$ cat src/rtl/spi_target_pkg.sv
package spi_target_pkg;

  // strobes from the control path to the datapath, at most one shifter action per cycle
  typedef struct packed {
    logic loadBuf;   // move the holding byte into the output shifter
    logic loadLast;  // reload the previously sent byte (nothing queued)
    logic shiftOut;  // advance the output shifter by one bit
    logic sampleIn;  // capture the synchronized serial input
    logic commitRx;  // last capture of a word: publish the received byte
    logic writeBuf;  // host writes the holding register
  } dpStrobe_t;

endpackage

$ cat src/rtl/spi_target_ctrl.sv
module spi_target_ctrl
  import spi_target_pkg::*;
#(
  parameter int DATA_W      = 8,
  parameter int CPOL        = 1,
  parameter int SYNC_STAGES = 2
) (
  input  logic      clk,
  input  logic      rst,
  input  logic      sck,
  input  logic      csN,
  input  logic      mosi,
  input  logic      wrEn,
  input  logic      rdEn,
  output logic      mosiS,
  output dpStrobe_t strb,
  output logic      txEmpty,
  output logic      rxNotEmpty,
  output logic      busy,
  output logic      underrun,
  output logic      overrun
);

  localparam int   CNT_W    = $clog2(DATA_W);
  localparam logic IDLE_SCK = 1'(CPOL);

  logic [SYNC_STAGES-1:0] sckPipe, csPipe, mosiPipe;
  logic                   sckPrev;
  logic                   sckS, csLow;
  logic                   riseE, fallE, leadE, trailE;
  logic [CNT_W-1:0]       bitCnt;
  logic                   lastBit, frameStart;
  logic                   txFull;

  always_ff @(posedge clk) begin
    if (rst) begin
      sckPipe  <= {SYNC_STAGES{IDLE_SCK}};
      csPipe   <= '1;
      mosiPipe <= '0;
      sckPrev  <= IDLE_SCK;
    end else begin
      sckPipe  <= {sckPipe[SYNC_STAGES-2:0], sck};
      csPipe   <= {csPipe[SYNC_STAGES-2:0], csN};
      mosiPipe <= {mosiPipe[SYNC_STAGES-2:0], mosi};
      sckPrev  <= sckS;
    end
  end

  assign sckS  = sckPipe[SYNC_STAGES-1];
  assign csLow = ~csPipe[SYNC_STAGES-1];
  assign mosiS = mosiPipe[SYNC_STAGES-1];
  assign riseE = sckS & ~sckPrev;
  assign fallE = ~sckS & sckPrev;

  generate
    if (CPOL != 0) begin : g_idleHigh
      assign leadE  = fallE;
      assign trailE = riseE;
    end else begin : g_idleLow
      assign leadE  = riseE;
      assign trailE = fallE;
    end
  endgenerate

  assign lastBit    = (bitCnt == CNT_W'(DATA_W - 1));
  assign frameStart = csLow & leadE & (bitCnt == '0);

  always_comb begin
    strb          = '0;
    strb.loadBuf  = frameStart & txFull;
    strb.loadLast = frameStart & ~txFull;
    strb.shiftOut = csLow & leadE & (bitCnt != '0);
    strb.sampleIn = csLow & trailE;
    strb.commitRx = csLow & trailE & lastBit;
    strb.writeBuf = wrEn;
  end

  always_ff @(posedge clk) begin
    if (rst) begin
      bitCnt     <= '0;
      txFull     <= 1'b0;
      rxNotEmpty <= 1'b0;
      busy       <= 1'b0;
      underrun   <= 1'b0;
      overrun    <= 1'b0;
    end else begin
      txFull     <= wrEn | (txFull & ~strb.loadBuf);
      underrun   <= strb.loadLast | (underrun & ~wrEn);
      rxNotEmpty <= strb.commitRx | (rxNotEmpty & ~rdEn);
      overrun    <= (strb.commitRx & rxNotEmpty & ~rdEn) | (overrun & ~rdEn);
      if (!csLow) begin
        bitCnt <= '0;
        busy   <= 1'b0;
      end else begin
        if (strb.sampleIn) bitCnt <= lastBit ? '0 : bitCnt + 1'b1;
        if (frameStart) busy <= 1'b1;
        else if (strb.commitRx && !txFull) busy <= 1'b0;
      end
    end
  end

  assign txEmpty = ~txFull;

  AST_WRITE_FILLS: assert property (@(posedge clk) disable iff (rst)
    wrEn |=> !txEmpty);
  AST_LOAD_FREES: assert property (@(posedge clk) disable iff (rst)
    (strb.loadBuf && !wrEn) |=> txEmpty);
  AST_COMMIT_PENDS: assert property (@(posedge clk) disable iff (rst)
    strb.commitRx |=> rxNotEmpty);
  AST_DESELECT_IDLE: assert property (@(posedge clk) disable iff (rst)
    !csLow |=> (bitCnt == '0 && !busy));
  AST_UNDERRUN_CAUSE: assert property (@(posedge clk) disable iff (rst)
    $rose(underrun) |-> $past(!txFull));
  AST_OVERRUN_CAUSE: assert property (@(posedge clk) disable iff (rst)
    $rose(overrun) |-> $past(rxNotEmpty));
  AST_SHIFT_EXCL: assert property (@(posedge clk) disable iff (rst)
    $onehot0({strb.loadBuf, strb.loadLast, strb.shiftOut, strb.sampleIn}));

endmodule

$ cat src/rtl/spi_target_dp.sv
module spi_target_dp
  import spi_target_pkg::*;
#(
  parameter int   DATA_W    = 8,
  parameter logic IDLE_MISO = 1'b1
) (
  input  logic              clk,
  input  logic              rst,
  input  dpStrobe_t         strb,
  input  logic [DATA_W-1:0] wrData,
  input  logic              mosiS,
  input  logic              csN,
  output logic              miso,
  output logic [DATA_W-1:0] rdData
);

  logic [DATA_W-1:0] txBuf, lastByte, txShift, rxShift, rxBuf, rxNext;

  assign rxNext = {rxShift[DATA_W-2:0], mosiS};

  always_ff @(posedge clk) begin
    if (rst) begin
      txBuf    <= '0;
      lastByte <= '0;
      txShift  <= '0;
      rxShift  <= '0;
      rxBuf    <= '0;
    end else begin
      if (strb.writeBuf) txBuf <= wrData;
      if (strb.loadBuf) begin
        txShift  <= txBuf;
        lastByte <= txBuf;
      end else if (strb.loadLast) begin
        txShift <= lastByte;
      end else if (strb.shiftOut) begin
        txShift <= {txShift[DATA_W-2:0], 1'b0};
      end
      if (strb.sampleIn) rxShift <= rxNext;
      if (strb.commitRx) rxBuf <= rxNext;
    end
  end

  assign miso   = csN ? IDLE_MISO : txShift[DATA_W-1];
  assign rdData = rxBuf;

  AST_LOAD_RECORDS: assert property (@(posedge clk) disable iff (rst)
    (strb.loadBuf || strb.loadLast) |=> (txShift == lastByte));

endmodule

$ cat src/rtl/spi_target_buffered.sv
module spi_target_buffered
  import spi_target_pkg::*;
#(
  parameter int   DATA_W      = 8,
  parameter int   CPOL        = 1,
  parameter int   SYNC_STAGES = 2,
  parameter logic IDLE_MISO   = 1'b1
) (
  input  logic              clk,
  input  logic              rst,
  input  logic              sck,
  input  logic              csN,
  input  logic              mosi,
  output logic              miso,
  input  logic              wrEn,
  input  logic [DATA_W-1:0] wrData,
  input  logic              rdEn,
  output logic [DATA_W-1:0] rdData,
  output logic              txEmpty,
  output logic              rxNotEmpty,
  output logic              busy,
  output logic              underrun,
  output logic              overrun
);

  dpStrobe_t strb;
  logic      mosiS;

  spi_target_ctrl #(
    .DATA_W(DATA_W), .CPOL(CPOL), .SYNC_STAGES(SYNC_STAGES)
  ) u_ctrl (
    .clk(clk), .rst(rst), .sck(sck), .csN(csN), .mosi(mosi),
    .wrEn(wrEn), .rdEn(rdEn), .mosiS(mosiS), .strb(strb),
    .txEmpty(txEmpty), .rxNotEmpty(rxNotEmpty), .busy(busy),
    .underrun(underrun), .overrun(overrun)
  );

  spi_target_dp #(
    .DATA_W(DATA_W), .IDLE_MISO(IDLE_MISO)
  ) u_dp (
    .clk(clk), .rst(rst), .strb(strb), .wrData(wrData), .mosiS(mosiS),
    .csN(csN), .miso(miso), .rdData(rdData)
  );

endmodule

$ cat config.mk
export PLATFORM = sky130hd
export DESIGN_NAME = spi_target_buffered
export DESIGN_NICKNAME = d
export VERILOG_FILES = /design/src/rtl/spi_target_pkg.sv /design/src/rtl/spi_target_ctrl.sv /design/src/rtl/spi_target_dp.sv /design/src/rtl/spi_target_buffered.sv
export SDC_FILE = /design/constraint.sdc
export NUM_CORES = 1
export LEC_CHECK = 0
export BUFFER_PORTS_ARGS = -buffer_cell sky130_fd_sc_hd__buf_2
export CAP_MARGIN = 20
export CORE_UTILIZATION = 45
export DETAILED_ROUTE_END_ITERATION = 8
export RECOVER_POWER = 100
export SLEW_MARGIN = 20
export SYNTH_ARGS = -nofsm -noshare
export SYNTH_HDL_FRONTEND = slang
export SYNTH_HIERARCHICAL = 1
export SYNTH_SLANG_ARGS = --single-unit
export TNS_END_PERCENT = 50
$ cat constraint.sdc
create_clock -name clk -period 2.1 [get_ports clk]
set_input_delay 0.315 -clock clk [delete_from_list [all_inputs] [get_ports clk]]
set_output_delay 0.315 -clock clk [all_outputs]
set_load 0.02 [all_outputs]
Word-level counts from Yosys, hierarchy flattened. Index checks and enable logic that the tools add are counted.

Add/subtract/negate cells: 1. Equal/unequal tests: 1. Mux-type cells: 7. Bitwise logic cells: 26. Reduce and logical (&&, ||, !) cells: 7.

Operators by type and width (count): 8-bit 2-to-1 mux (3); 1-bit AND (15); 1-bit NOT (7); 3-bit nonzero test (2); 1-bit OR (4); 3-bit by 1-bit adder with 3-bit output, second input constant (1); 3-bit equality test, second input constant (1); 3-bit zero test (1); 1-bit 2-to-1 mux (3); 3-bit 2-to-1 mux (1); 2-bit nonzero test (1); 2-bit OR reduction (1); 1-bit logical AND (1); 1-bit zero test (1).

Flip-flop bits (word level): 54. Input bits: 15. Output and inout port bits: 14. Logic and storage cells: 57.

Longest topological paths before layout.
Depth in word-level cells: 8. Gate-level depth with buffers: 9. Mapped depth without buffers: 7.

Modules after synthesis. The synthesis kept the hierarchy.

By module, submodules not included: spi_target_dp (times used 1, cells an instance 162, area an instance 1544.0 um^2, sequential area each 780.7 um^2); spi_target_ctrl (times used 1, cells an instance 58, area an instance 588.1 um^2, sequential area each 300.3 um^2).

Worst setup path before layout. Ideal clock, no wire load.

Kind: reg2reg. From: register u_ctrl.csPipe[1]. To: register u_dp.txShift[6]. Library setup time: 0.079 ns. Arrival time: 1.795 ns. Data required time: 2.021 ns. Slack: 0.226 ns. Cell stages (with the launch flop): 9. Buffers on the path: 2. Clock period less this slack: 1.874 ns. Cell sequence: dfxtp_1 -> or3b_1 -> nand3b_4 -> nor2_1 -> buf_6 -> buf_6 -> nor2_1 -> a221o_1 -> a211oi_2.

RTL lines: start: declaration (line spi_target_ctrl.sv:27) `logic [SYNC_STAGES-1:0] sckPipe, csPipe, mosiPipe;`; start signal: assignment (line spi_target_ctrl.sv:43) `csPipe <= {csPipe[SYNC_STAGES-2:0], csN};`; end signal: assignment (line spi_target_dp.sv:31) `txShift <= txBuf;`; end signal: assignment (line spi_target_dp.sv:34) `txShift <= lastByte;`; end signal: assignment (line spi_target_dp.sv:36) `txShift <= {txShift[DATA_W-2:0], 1'b0};`; end: declaration (line spi_target_dp.sv:17) `logic [DATA_W-1:0] txBuf, lastByte, txShift, rxShift, rxBuf, rxNext;`.

==> impl_metrics.yaml <==
worst_setup_path:
  cpMostUsedCell: "nor2_1"
  ff2ff_setup_slack_ps: 220
  cp_data_required_time_ps: 2220
  timing.critical_path.slowest_cell_delay_ps: 490
  reg2reg_depth: 8
  crit_start: "u_ctrl/bitCnt[0]"
  r2r-end: "u_dp/txShift[3]"
  r2r_start: "u_ctrl/bitCnt[0]"
  cp-end-kind: "register"
  worst_ep_arrival_time_ps: 2000
  crit_type: "reg -> reg"
  crit_chain: "inv_1 > ha_1 > nand3b_4 > nor2_1 > buf_4 > or3_1 > nor2_1 > a211oi_1"
  crit_slowest_cell: "or3_1"
  path_max_fanout: 17
  crit_path_end: "u_dp/txShift[3]"
  start_kind: "register"
global_routing:
  grt_pass1_vias: 1505
  grt_start_max_net_pins: 39
  met3_usage_pct: 3.85
  antenna_found_initial: 0
  grt_usage_pct: 17.0
  grt_pass1_wl_um: 6730
  grt_use_met1_pct: 23.4
  grt-ovfl-total: 0
  use_met2_pct: 26.5
  busiest_layer: "met2"
sta:
  max-slew-margin-rel_pct: -6.93
  final-setup-viol-count: 0
  final-hold-violation-count: 0
  worstMarginPinSlew_ps: 1600
  finalMaxSlewViolations: 39
  fin_skew_ps: 7.86
  period_needed_ps: 1880
  maxClockFrequency_ghz: 0.531
  fin_crit_sh_pct: 89.8
  fin_tns_setup_ps: 0
  rsz0062_at_grt: "false"
clocking:
  htreeDepth: 2
  cts_root_buf: "clkbuf_8"
  cts_made_buffers: 5
  cts_resized: 0
  post_cts_buffers: 0
  cts_tree: "yes"
  clk_latency_ps: 310
  hold_buffers: 0
  cts_max_path_buffers: 2
  cts_num_sinks: 54
  path_clk_slew_ps: 90
power_and_ir_drop:
  total_power_w: 0.00175
  leakagePower_nw: 0.903
  pwr-share-comb_pct: 4.6
  switchingPower_w: 0.000402
  power.density_mw_per_mm2: 738
  ir_worst_vdd_mv: 0.362
  p_int_w: 0.00135
  switching_share_pct: 22.9
  power.share.sequential_pct: 60.1
  pwr-share-clk_pct: 35.2
drt:
  drt_iter0_markers: 55
  first_pass_iters: 7
  antenna_left: 0
  avgViaCountPerCell: 5.05
  wl_per_cell_um: 12.6
  drc: 0
  wl_um: 3770
  vias: 1515
finish:
  nets: 265
  area.sequential_mm2: 0.00108
  drive_gt1_share_pct: 14.5
  nFillCells: 460
  num_antenna_cells: 0
  postLayoutCoreUtil_pct: 53.4
  area_growth_pct: 11.4
  design_area_mm2: 0.00237
  multi_input_area_um2: 905
yosys:
  ys_top_cells_by_area: "dfxtp_1, mux2i_1, nor2_1"
  synth_top_cell_by_area: "dfxtp_1"
  yosysMostFrequentCell: "dfxtp_1"
  ys.flop_type: "dfxtp_1"
  syn-cell-area_mm2: 0.00213
  synth_area_per_cell_um2: 9.69
  yosysSeqAreaShare_pct: 50.7
  yosysWarnings: 6
  yosys-top-cells-count: "dfxtp_1, nor2_1, mux2i_1"
  ys_ff_latch: 54
  synthArstFlopShare_pct: 0
  synth_nets: 238
  yosysTopAreaCellShare_pct: 50.7
  syn_inst: 220
  synth.distinct_cells: 27
  synth_edf_count: 0
placed_design:
  gp_congestion: 0.768
  dp_hpwl_um: 2500
  numPortBuffers: 28
  place_area_mm2: 0.00231
floorplan:
  start_util_pct: 48.0
  die_x_um: 70.8
  fp.dieH_um: 70.8
  ios: 29
  rows: 24
  die-area_mm2: 0.00502
  core_area_mm2: 0.00444
run:
  drv_cap: 1
worst_hold_path:
  hold_path_class: "in -> reg"
outcome:
  status: "finished with violations"
  violations: "capacitance limit, slew limit"
[critical path, delay by kind of cell (launching register included)]
kind	cells	cell delay, ps
flip-flops	1	380
buffers and inverters	2	240
AND/OR/NAND/NOR	4	770
AO/OA/AOI/OAI	1	60
adder cells (fa/ha/maj)	1	240
[per-stage QoR]
stage | worst slack [ps] | hold WS (ps) | std cells
floorplan | 226 | 387 | 220
global placement | 271 | 408 | 292
detailed placement | 255 | 411 | 292
CTS | 229 | 168 | 300
global route | 52.5 | 172 | 300
finish | 215 | 175 | 300
[cell type report]
type	count	area share (%)
clock inverters	2	0.738
inverters	14	2.21
multi-input cells	137	38.1
well taps	52	2.74
flip-flops and latches	54	45.5
repair buffers	35	7.22
clock buffers	6	3.48
[cell families after synthesis]
group	count (synthesis)	synth area share, %
compound gates	30	10.9
fa+ha+maj	3	1.76
buf+inv	29	6.34
flops	54	50.7
mux	27	12.7
simple gates	77	17.7
[flip-flops by register name, summed over array words and instances (netlist names)]
signal and flops:
u_ctrl/bitCnt 3, u_ctrl/mosiPipe 2, u_ctrl/sckPrev 1, u_ctrl/sckPipe 2
u_ctrl/txFull 1, u_ctrl/busy 1, u_dp/txShift 8, u_dp/rdData 8
u_dp/txBuf 8, u_ctrl/rxNotEmpty 1, u_dp/lastByte 8, u_ctrl/overrun 1
u_dp/rxShift 7, u_ctrl/underrun 1, u_ctrl/csPipe 2
[layout by cell type (no fill, tap or decap), drive strengths merged, types with 2 or more instances in the layout]
cell,instances
clkbuf,22
ha,3
nor2,43
nor2b,2
a221o,7
nor3,4
mux2i,27
dfxtp,54
or3b,2
a211oi,8
clkinv,2
or2,6
nand2b,9
a21oi,11
buf,19
inv,14
nand3b,2
nand2,7
[how the worst min path moves through the flow]
stage	slack [ps]	cells past startpoint	to	from
2_1_floorplan	390	1	u_ctrl/mosiPipe[0]	rst
3_3_place_gp	410	1	u_ctrl/sckPipe[1]	u_ctrl/sckPipe[0]
3_5_place_dp	410	1	u_ctrl/sckPipe[1]	u_ctrl/sckPipe[0]
4_1_cts	170	2	u_ctrl/overrun	rdEn
5_1_grt	170	2	u_ctrl/sckPipe[0]	sck
6_report	170	2	u_ctrl/overrun	rdEn
[layer usage]
metal | vias up | wire (um)
li1 | 787 | -
met1 | 693 | 2020
met3 | 3 | 170
met2 | 32 | 1550
met5 | - | 0
met4 | 0 | 29
[power groups by stage]
stage | logic [W] | registers (W) | clock network (W)
2_1_floorplan | 0.0000566 | 0.00107 | 0
3_3_place_gp | 0.0000826 | 0.00108 | 0
3_5_place_dp | 0.0000836 | 0.00108 | 0
4_1_cts | 0.0000840 | 0.00105 | 0.000638
5_1_grt | 0.0000913 | 0.00106 | 0.000679
6_report | 0.0000809 | 0.00105 | 0.000617
No activity file was read; power rests on OpenSTA's default activity.
